[src/rtl/esop_gen_pkg.sv]
`timescale 1ns/1ps
package esop_gen_pkg;

    typedef enum logic [2:0] {
        ST_IDLE  = 3'd0,
        ST_FETCH = 3'd1,
        ST_FLIP  = 3'd2,
        ST_GATE  = 3'd3,
        ST_REST  = 3'd4,
        ST_FIN   = 3'd5
    } gen_state_e;

endpackage

[src/rtl/esop_low_pick.sv]
`timescale 1ns/1ps
// Lowest-set-bit picker: index and one-hot of the least significant set bit.
module esop_low_pick #(
    parameter int W  = 4,
    parameter int IW = (W > 1) ? $clog2(W) : 1
) (
    input  logic [W-1:0]  vec,
    output logic          any,
    output logic [IW-1:0] idx,
    output logic [W-1:0]  onehot
);

    always_comb begin
        idx    = '0;
        onehot = '0;
        for (int k = W - 1; k >= 0; k--) begin
            if (vec[k]) begin
                idx       = IW'(k);
                onehot    = '0;
                onehot[k] = 1'b1;
            end
        end
        any = |vec;
    end

endmodule

[src/rtl/esop_cube_decode.sv]
`timescale 1ns/1ps
// Splits a cube word into presence mask, required inversion mask and result mask.
module esop_cube_decode #(
    parameter int N_IN  = 4,
    parameter int N_OUT = 3
) (
    input  logic [2*N_IN+N_OUT-1:0] cube,
    output logic [N_IN-1:0]         present,
    output logic [N_IN-1:0]         want_inv,
    output logic [N_OUT-1:0]        res_mask,
    output logic                    has_res
);

    logic [N_IN-1:0] polarity;

    always_comb begin
        polarity = cube[N_IN-1:0];
        present  = cube[2*N_IN-1:N_IN];
        res_mask = cube[2*N_IN+N_OUT-1:2*N_IN];
        want_inv = present & ~polarity;
        has_res  = |res_mask;
    end

endmodule

[src/rtl/esop_toffoli_gen.sv]
`timescale 1ns/1ps
module esop_toffoli_gen
    import esop_gen_pkg::*;
#(
    parameter int N_IN      = 4,
    parameter int N_OUT     = 3,
    parameter int MAX_CUBES = 16,
    parameter int MAX_GATES = 64
) (
    input  logic                                clk,
    input  logic                                rst_n,
    input  logic                                start,
    input  logic [$clog2(MAX_CUBES+1)-1:0]      cube_count,
    output logic [$clog2(MAX_CUBES)-1:0]        cube_addr,
    input  logic [2*N_IN+N_OUT-1:0]             cube_data,
    output logic                                busy,
    output logic                                done,
    output logic                                gate_valid,
    output logic [N_IN-1:0]                     gate_ctrl,
    output logic [$clog2(N_IN+N_OUT)-1:0]       gate_target,
    output logic [$clog2(MAX_GATES+1)-1:0]      gate_count,
    output logic                                overflow
);

    localparam int CNT_W  = $clog2(MAX_CUBES + 1);
    localparam int ADDR_W = $clog2(MAX_CUBES);
    localparam int LINE_W = $clog2(N_IN + N_OUT);
    localparam int GCNT_W = $clog2(MAX_GATES + 1);
    localparam int IIW    = (N_IN > 1) ? $clog2(N_IN) : 1;
    localparam int OIW    = (N_OUT > 1) ? $clog2(N_OUT) : 1;

    typedef struct packed {
        gen_state_e         st;
        logic [CNT_W-1:0]   idx;
        logic [N_IN-1:0]    present;
        logic [N_IN-1:0]    want_inv;
        logic [N_OUT-1:0]   pend;
        logic [N_IN-1:0]    inv;
        logic               gv;
        logic [N_IN-1:0]    gctrl;
        logic [LINE_W-1:0]  gtgt;
        logic [GCNT_W-1:0]  gcnt;
        logic               ovf;
        logic               done;
    } gen_regs_t;

    gen_regs_t r_q, r_d;

    // Cube decode of the word currently addressed
    logic [N_IN-1:0]  dec_present;
    logic [N_IN-1:0]  dec_want_inv;
    logic [N_OUT-1:0] dec_mask;
    logic             dec_has_res;

    esop_cube_decode #(
        .N_IN  (N_IN),
        .N_OUT (N_OUT)
    ) u_decode (
        .cube     (cube_data),
        .present  (dec_present),
        .want_inv (dec_want_inv),
        .res_mask (dec_mask),
        .has_res  (dec_has_res)
    );

    // Lines whose inversion state disagrees with the latched cube
    logic [N_IN-1:0] flip_vec;
    logic            flip_any;
    logic [IIW-1:0]  flip_idx;
    logic [N_IN-1:0] flip_oh;

    assign flip_vec = r_q.present & (r_q.inv ^ r_q.want_inv);

    esop_low_pick #(
        .W  (N_IN),
        .IW (IIW)
    ) u_pick_flip (
        .vec    (flip_vec),
        .any    (flip_any),
        .idx    (flip_idx),
        .onehot (flip_oh)
    );

    // Lines still inverted at the end of the list
    logic            rest_any;
    logic [IIW-1:0]  rest_idx;
    logic [N_IN-1:0] rest_oh;

    esop_low_pick #(
        .W  (N_IN),
        .IW (IIW)
    ) u_pick_rest (
        .vec    (r_q.inv),
        .any    (rest_any),
        .idx    (rest_idx),
        .onehot (rest_oh)
    );

    // Result lines still owed a gate for the latched cube
    logic             pend_any;
    logic [OIW-1:0]   pend_idx;
    logic [N_OUT-1:0] pend_oh;

    esop_low_pick #(
        .W  (N_OUT),
        .IW (OIW)
    ) u_pick_pend (
        .vec    (r_q.pend),
        .any    (pend_any),
        .idx    (pend_idx),
        .onehot (pend_oh)
    );

    // Gate request produced by the state logic this cycle
    logic              emit_en;
    logic [N_IN-1:0]   emit_ctrl;
    logic [LINE_W-1:0] emit_tgt;
    logic              list_end;

    always_comb begin
        r_d       = r_q;
        r_d.gv    = 1'b0;
        r_d.done  = 1'b0;
        emit_en   = 1'b0;
        emit_ctrl = '0;
        emit_tgt  = '0;
        list_end  = (r_q.idx >= cube_count) || (r_q.idx == CNT_W'(MAX_CUBES));

        unique case (r_q.st)
            ST_IDLE: begin
                if (start) begin
                    r_d.st   = ST_FETCH;
                    r_d.idx  = '0;
                    r_d.gcnt = '0;
                    r_d.ovf  = 1'b0;
                    r_d.inv  = '0;
                end
            end

            ST_FETCH: begin
                if (list_end) begin
                    r_d.st = ST_REST;
                end else begin
                    r_d.idx = r_q.idx + 1'b1;
                    if (dec_has_res) begin
                        r_d.present  = dec_present;
                        r_d.want_inv = dec_want_inv;
                        r_d.pend     = dec_mask;
                        r_d.st       = ST_FLIP;
                    end
                end
            end

            ST_FLIP: begin
                if (flip_any) begin
                    emit_en   = 1'b1;
                    emit_ctrl = '0;
                    emit_tgt  = LINE_W'(flip_idx);
                    r_d.inv   = r_q.inv ^ flip_oh;
                end else begin
                    r_d.st = ST_GATE;
                end
            end

            ST_GATE: begin
                if (pend_any) begin
                    emit_en   = 1'b1;
                    emit_ctrl = r_q.present;
                    emit_tgt  = LINE_W'(N_IN) + LINE_W'(pend_idx);
                    r_d.pend  = r_q.pend & ~pend_oh;
                    if ((r_q.pend & ~pend_oh) == '0) begin
                        r_d.st = ST_FETCH;
                    end
                end else begin
                    r_d.st = ST_FETCH;
                end
            end

            ST_REST: begin
                if (rest_any) begin
                    emit_en   = 1'b1;
                    emit_ctrl = '0;
                    emit_tgt  = LINE_W'(rest_idx);
                    r_d.inv   = r_q.inv ^ rest_oh;
                end else begin
                    r_d.st = ST_FIN;
                end
            end

            ST_FIN: begin
                r_d.done = 1'b1;
                r_d.st   = ST_IDLE;
            end

            default: begin
                r_d.st = ST_IDLE;
            end
        endcase

        // Capacity guard: drop records beyond the limit and flag it
        if (emit_en) begin
            if (r_q.gcnt == GCNT_W'(MAX_GATES)) begin
                r_d.ovf = 1'b1;
            end else begin
                r_d.gv    = 1'b1;
                r_d.gctrl = emit_ctrl;
                r_d.gtgt  = emit_tgt;
                r_d.gcnt  = r_q.gcnt + 1'b1;
            end
        end
    end

    always_ff @(posedge clk or negedge rst_n) begin
        if (!rst_n) begin
            r_q <= '0;
        end else begin
            r_q <= r_d;
        end
    end

    // Inversion state brought out for the bound checker
    logic [N_IN-1:0] line_inv_q;
    assign line_inv_q = r_q.inv;

    assign cube_addr   = r_q.idx[ADDR_W-1:0];
    assign busy        = (r_q.st != ST_IDLE);
    assign done        = r_q.done;
    assign gate_valid  = r_q.gv;
    assign gate_ctrl   = r_q.gctrl;
    assign gate_target = r_q.gtgt;
    assign gate_count  = r_q.gcnt;
    assign overflow    = r_q.ovf;

endmodule

[config.mk]
export PLATFORM = sky130hd
export DESIGN_NAME = esop_toffoli_gen
export DESIGN_NICKNAME = d
export VERILOG_FILES = /design/src/rtl/esop_gen_pkg.sv /design/src/rtl/esop_low_pick.sv /design/src/rtl/esop_cube_decode.sv /design/src/rtl/esop_toffoli_gen.sv
export SDC_FILE = /design/constraint.sdc
export NUM_CORES = 1
export LEC_CHECK = 0
export BUFFER_PORTS_ARGS = -buffer_cell sky130_fd_sc_hd__buf_2
export CAP_MARGIN = 10
export CORE_MARGIN = 1.5
export CORE_UTILIZATION = 51
export DETAILED_ROUTE_END_ITERATION = 12
export HOLD_SLACK_MARGIN = 0.03
export PLACE_DENSITY = 0.77
export SYNTH_ARGS = -nofsm -noshare
export SYNTH_HDL_FRONTEND = slang
export SYNTH_HIERARCHICAL = 1
export SYNTH_SLANG_ARGS = --single-unit
[constraint.sdc]
create_clock -name clk -period 2.2 [get_ports clk]
set_input_delay 0.44 -clock clk [delete_from_list [all_inputs] [get_ports clk]]
set_output_delay 0.44 -clock clk [all_outputs]
set_load 0.1 [all_outputs]
==> results.txt <==
----------------------------------------------------
[Timing]
  Setup-failing EPs final ... 0
  Setup repair after global routing missed its margin ... false
  Number of hold violations in the final report ... 0
  Fraction of the cycle the final worst path needs ... 0.951
  Post-layout worst setup margin ... 0.108 ns
  Slew of the pin with the lowest slew margin ... 0.488 ns
  Worst clock skew ... 0.0122 ns
  Slew margin rel. ... 0.677
  Slew Viols, Final ... 0
  Period minus WS final ... 2.09 ns
  Maximum clock rate ... 478 MHz

[Floorplan]
  Width of the die ... 75.0 um
  Boundary Pins ... 41
  Die height ... 75.0 um
  Starting density of the core ... 0.525
  Number of core rows ... 26
  Std-Cell Core Area ... 5040 sq um
  Die outline area ... 5630 sq um

[Synthesis]
  Average cell area after synthesis ... 9.69 sq um
  Synth Warn # ... 6
  Number of flops mapped to enable cells by yosys ... 0
  Predominant post-synthesis flop cell ... sky130_fd_sc_hd__dfrtp_1
  Commonest cells in the netlist ... sky130_fd_sc_hd__dfrtp_1, sky130_fd_sc_hd__buf_4, sky130_fd_sc_hd__inv_1, sky130_fd_sc_hd__nand2_1, sky130_fd_sc_hd__nor2_1
  Cells taking the most area after synthesis ... sky130_fd_sc_hd__dfrtp_1, sky130_fd_sc_hd__buf_4, sky130_fd_sc_hd__ha_1, sky130_fd_sc_hd__mux2_2, sky130_fd_sc_hd__mux2i_1
  Share of flip-flops with an asynchronous set or reset ... 1.00
  Net count after synthesis ... 301
  Number of storage elements in the synthesis netlist ... 40
  Cells after Synth ... 273
  Number of distinct library cells after synthesis ... 53
  Portion of the post-synthesis area used by sequential elements ... 0.378
  Library cell occupying the most area in the post-synthesis netlist ... sky130_fd_sc_hd__dfrtp_1
  Top-count cell post-synth ... sky130_fd_sc_hd__dfrtp_1
  Yosys top cell area share ... 0.378
  Cell area after synthesis ... 2650 sq um

[Route]
  Count of nets left with antenna violations after detail routing ... 0
  Drt via density ... 5.18
  TritonRoute pass-1 iters ... 4
  Post-detailed-route wirelength per cell ... 12.9 um
  Number of DRC markers after the initial detailed-route iteration ... 81
  Number of vias in the routed layout ... 1917
  DR DRC count ... 0
  Total Routed Length ... 4760 um

[Clocking]
  Worst-case clock buffer depth ... 2
  Root buffer selected by CTS ... sky130_fd_sc_hd__clkbuf_8
  Clk pin slew, worst setup/hold paths ... 0.08 ns
  Insertion delay of the later-clocked pin in the worst-skew pair ... 0.29 ns
  CTS tree ... built
  Number of clock buffers inserted by TritonCTS ... 5
  CTS sink cnt ... 40
  CTS HTree Levels ... 2
  Number of buffers inserted by post-CTS setup repair ... 0

[Place]
  Port buffer count ... 40
  Worst slack at placement ... -0.0208 ns
  HPWL Detailed ... 3640 um
  Last weighted congestion value of the routability-driven placer ... 0.892

[Final layout]
  Fin nets ... 327
  Fraction of final layout cells with drive strength greater than 1 ... 0.307
  Antenna cell count ... 0
  Final core occ ... 0.577
  Layout area overhead ... 10.1%

[Hold path]
  Path class of the lowest-slack min-delay path ... in2async

[Global routing]
  Vias in the first global route ... 1754
  Global-route usage over all layers ... 0.182
  Congestion Overflow GR ... 0
  Antenna violations before repair ... 0
  Maximum number of pins on one net before global-route repair ... 18
  Wire length of the first global-routing pass ... 7710 um

[Setup path]
  Startpoint kind of the worst setup timing path ... flop
  Worst Path Max Fanout ... 10
  Crit path DAT ... 2.26 ns
  Critical path data required time ... 2.37 ns
  Type of the worst setup path ... reg2reg
  Type of element capturing the critical path ... flop
  Slack of the worst reg-to-reg path ... 0.11 ns

[Status]
  Outcome ... finished, final reports clean

[Run]
  Maxcap violations ... 0

----------------------------------------------------
==> placed cells by master, fill, tap and decap left out, drive strengths merged, types with 2 or more instances in the layout <==
master	count
and2	7
nor2	16
mux2	12
xor2	5
and3	4
ha	9
or3	2
clkbuf	6
a31oi	3
inv	17
a21o	2
xnor2	6
or2	2
nor2b	8
clkinv	2
dfrtp	40
nor3b	3
nand2	17
mux2i	9
nand2b	4
a22o	6
nand3	12
buf	58
o31ai	2
nand4	2
nor3	10
a32o	2
a21oi	9
o21ai	10
a2111oi	2
==> flip-flops by register name (all words and copies together), names as in the netlist <==
register     count
gate_count       7
gate_valid       1
done             1
r_q             15
overflow         1
gate_target      3
cube_addr        4
gate_ctrl        4
line_inv_q       4
==> layout make-up <==
type,count,area [sq um]
Clock buffer,6,72.6
Clock inverter,2,35.0
Fill cell,445,2130
Inverter,18,68.8
Multi-Input combinational cell,176,1310
Sequential cell,40,1000
Tap cell,70,87.6
Timing Repair Buffer,58,335
==> per-layer routing <==
layer	GRT usage	routed length [um]	vias up
met5	0	0	-
met4	0.0586	68	0
met3	0.0495	155	7
met2	0.292	2320	44
met1	0.239	2220	899
li1	-	-	967
==> worst paths after layout <==
check | endpoint | cells past startpoint | startpoint
max reg2reg | r_q[22]$_DFFE_PN0P_ | 7 | r_q[36]$_DFFE_PN0P_
min | overflow$_DFF_PN0_ | 1 | rst_n
max | r_q[22]$_DFFE_PN0P_ | 7 | r_q[36]$_DFFE_PN0P_
max in group asynchronous | r_q[26]$_DFFE_PN0P_ | 2 | rst_n
min in group clk | r_q[28]$_DFFE_PN0P_ | 2 | cube_data[4]
min reg2reg | gate_target[2]$_DFFE_PN0P_ | 1 | gate_target[2]$_DFFE_PN0P_
==> cell families after synthesis <==
kind of cell | after synthesis | share of synthesized area
AND/OR/NAND/NOR | 90 | 0.191
buffers and inverters | 57 | 0.133
AO/OA/AOI/OAI | 45 | 0.133
flip-flops | 40 | 0.378
multiplexers | 21 | 0.0851
XOR/XNOR | 11 | 0.0364
adder cells (fa/ha/maj) | 9 | 0.0426
==> critical path, cell delays in order (launching register included) <==
cell and delay [ns]:
sky130_fd_sc_hd__dfrtp_1 0.43, sky130_fd_sc_hd__ha_1 0.30, sky130_fd_sc_hd__a21oi_1 0.15, sky130_fd_sc_hd__o31ai_2 0.12
sky130_fd_sc_hd__a2111oi_4 0.33, sky130_fd_sc_hd__buf_4 0.24, sky130_fd_sc_hd__a21oi_2 0.07, sky130_fd_sc_hd__mux2_1 0.33
==> through the flow <==
stage               instance area, sq um  setup TNS, ns  hold WS, ns  std cells
floorplan                           2650              0        0.144        273
global placement                    2780              0        0.387        362
detailed placement                  2780        -0.0230        0.389        362
CTS                                 2890              0       0.0677        370
global route                        2910              0       0.0794        370
finish                              2910              0       0.0629        370
==> timing repair <==
| item | 4_1_cts | 5_1_grt |
|---|---|---|
| setup endpoints to repair | 0 | 15 |
| resized for setup | 0 | 6 |
| hold buffers | 0 | 0 |
Power is left out: the tool's default activity adds up to more than one toggle a clock period on the data nets, which glitch-free logic cannot reach.
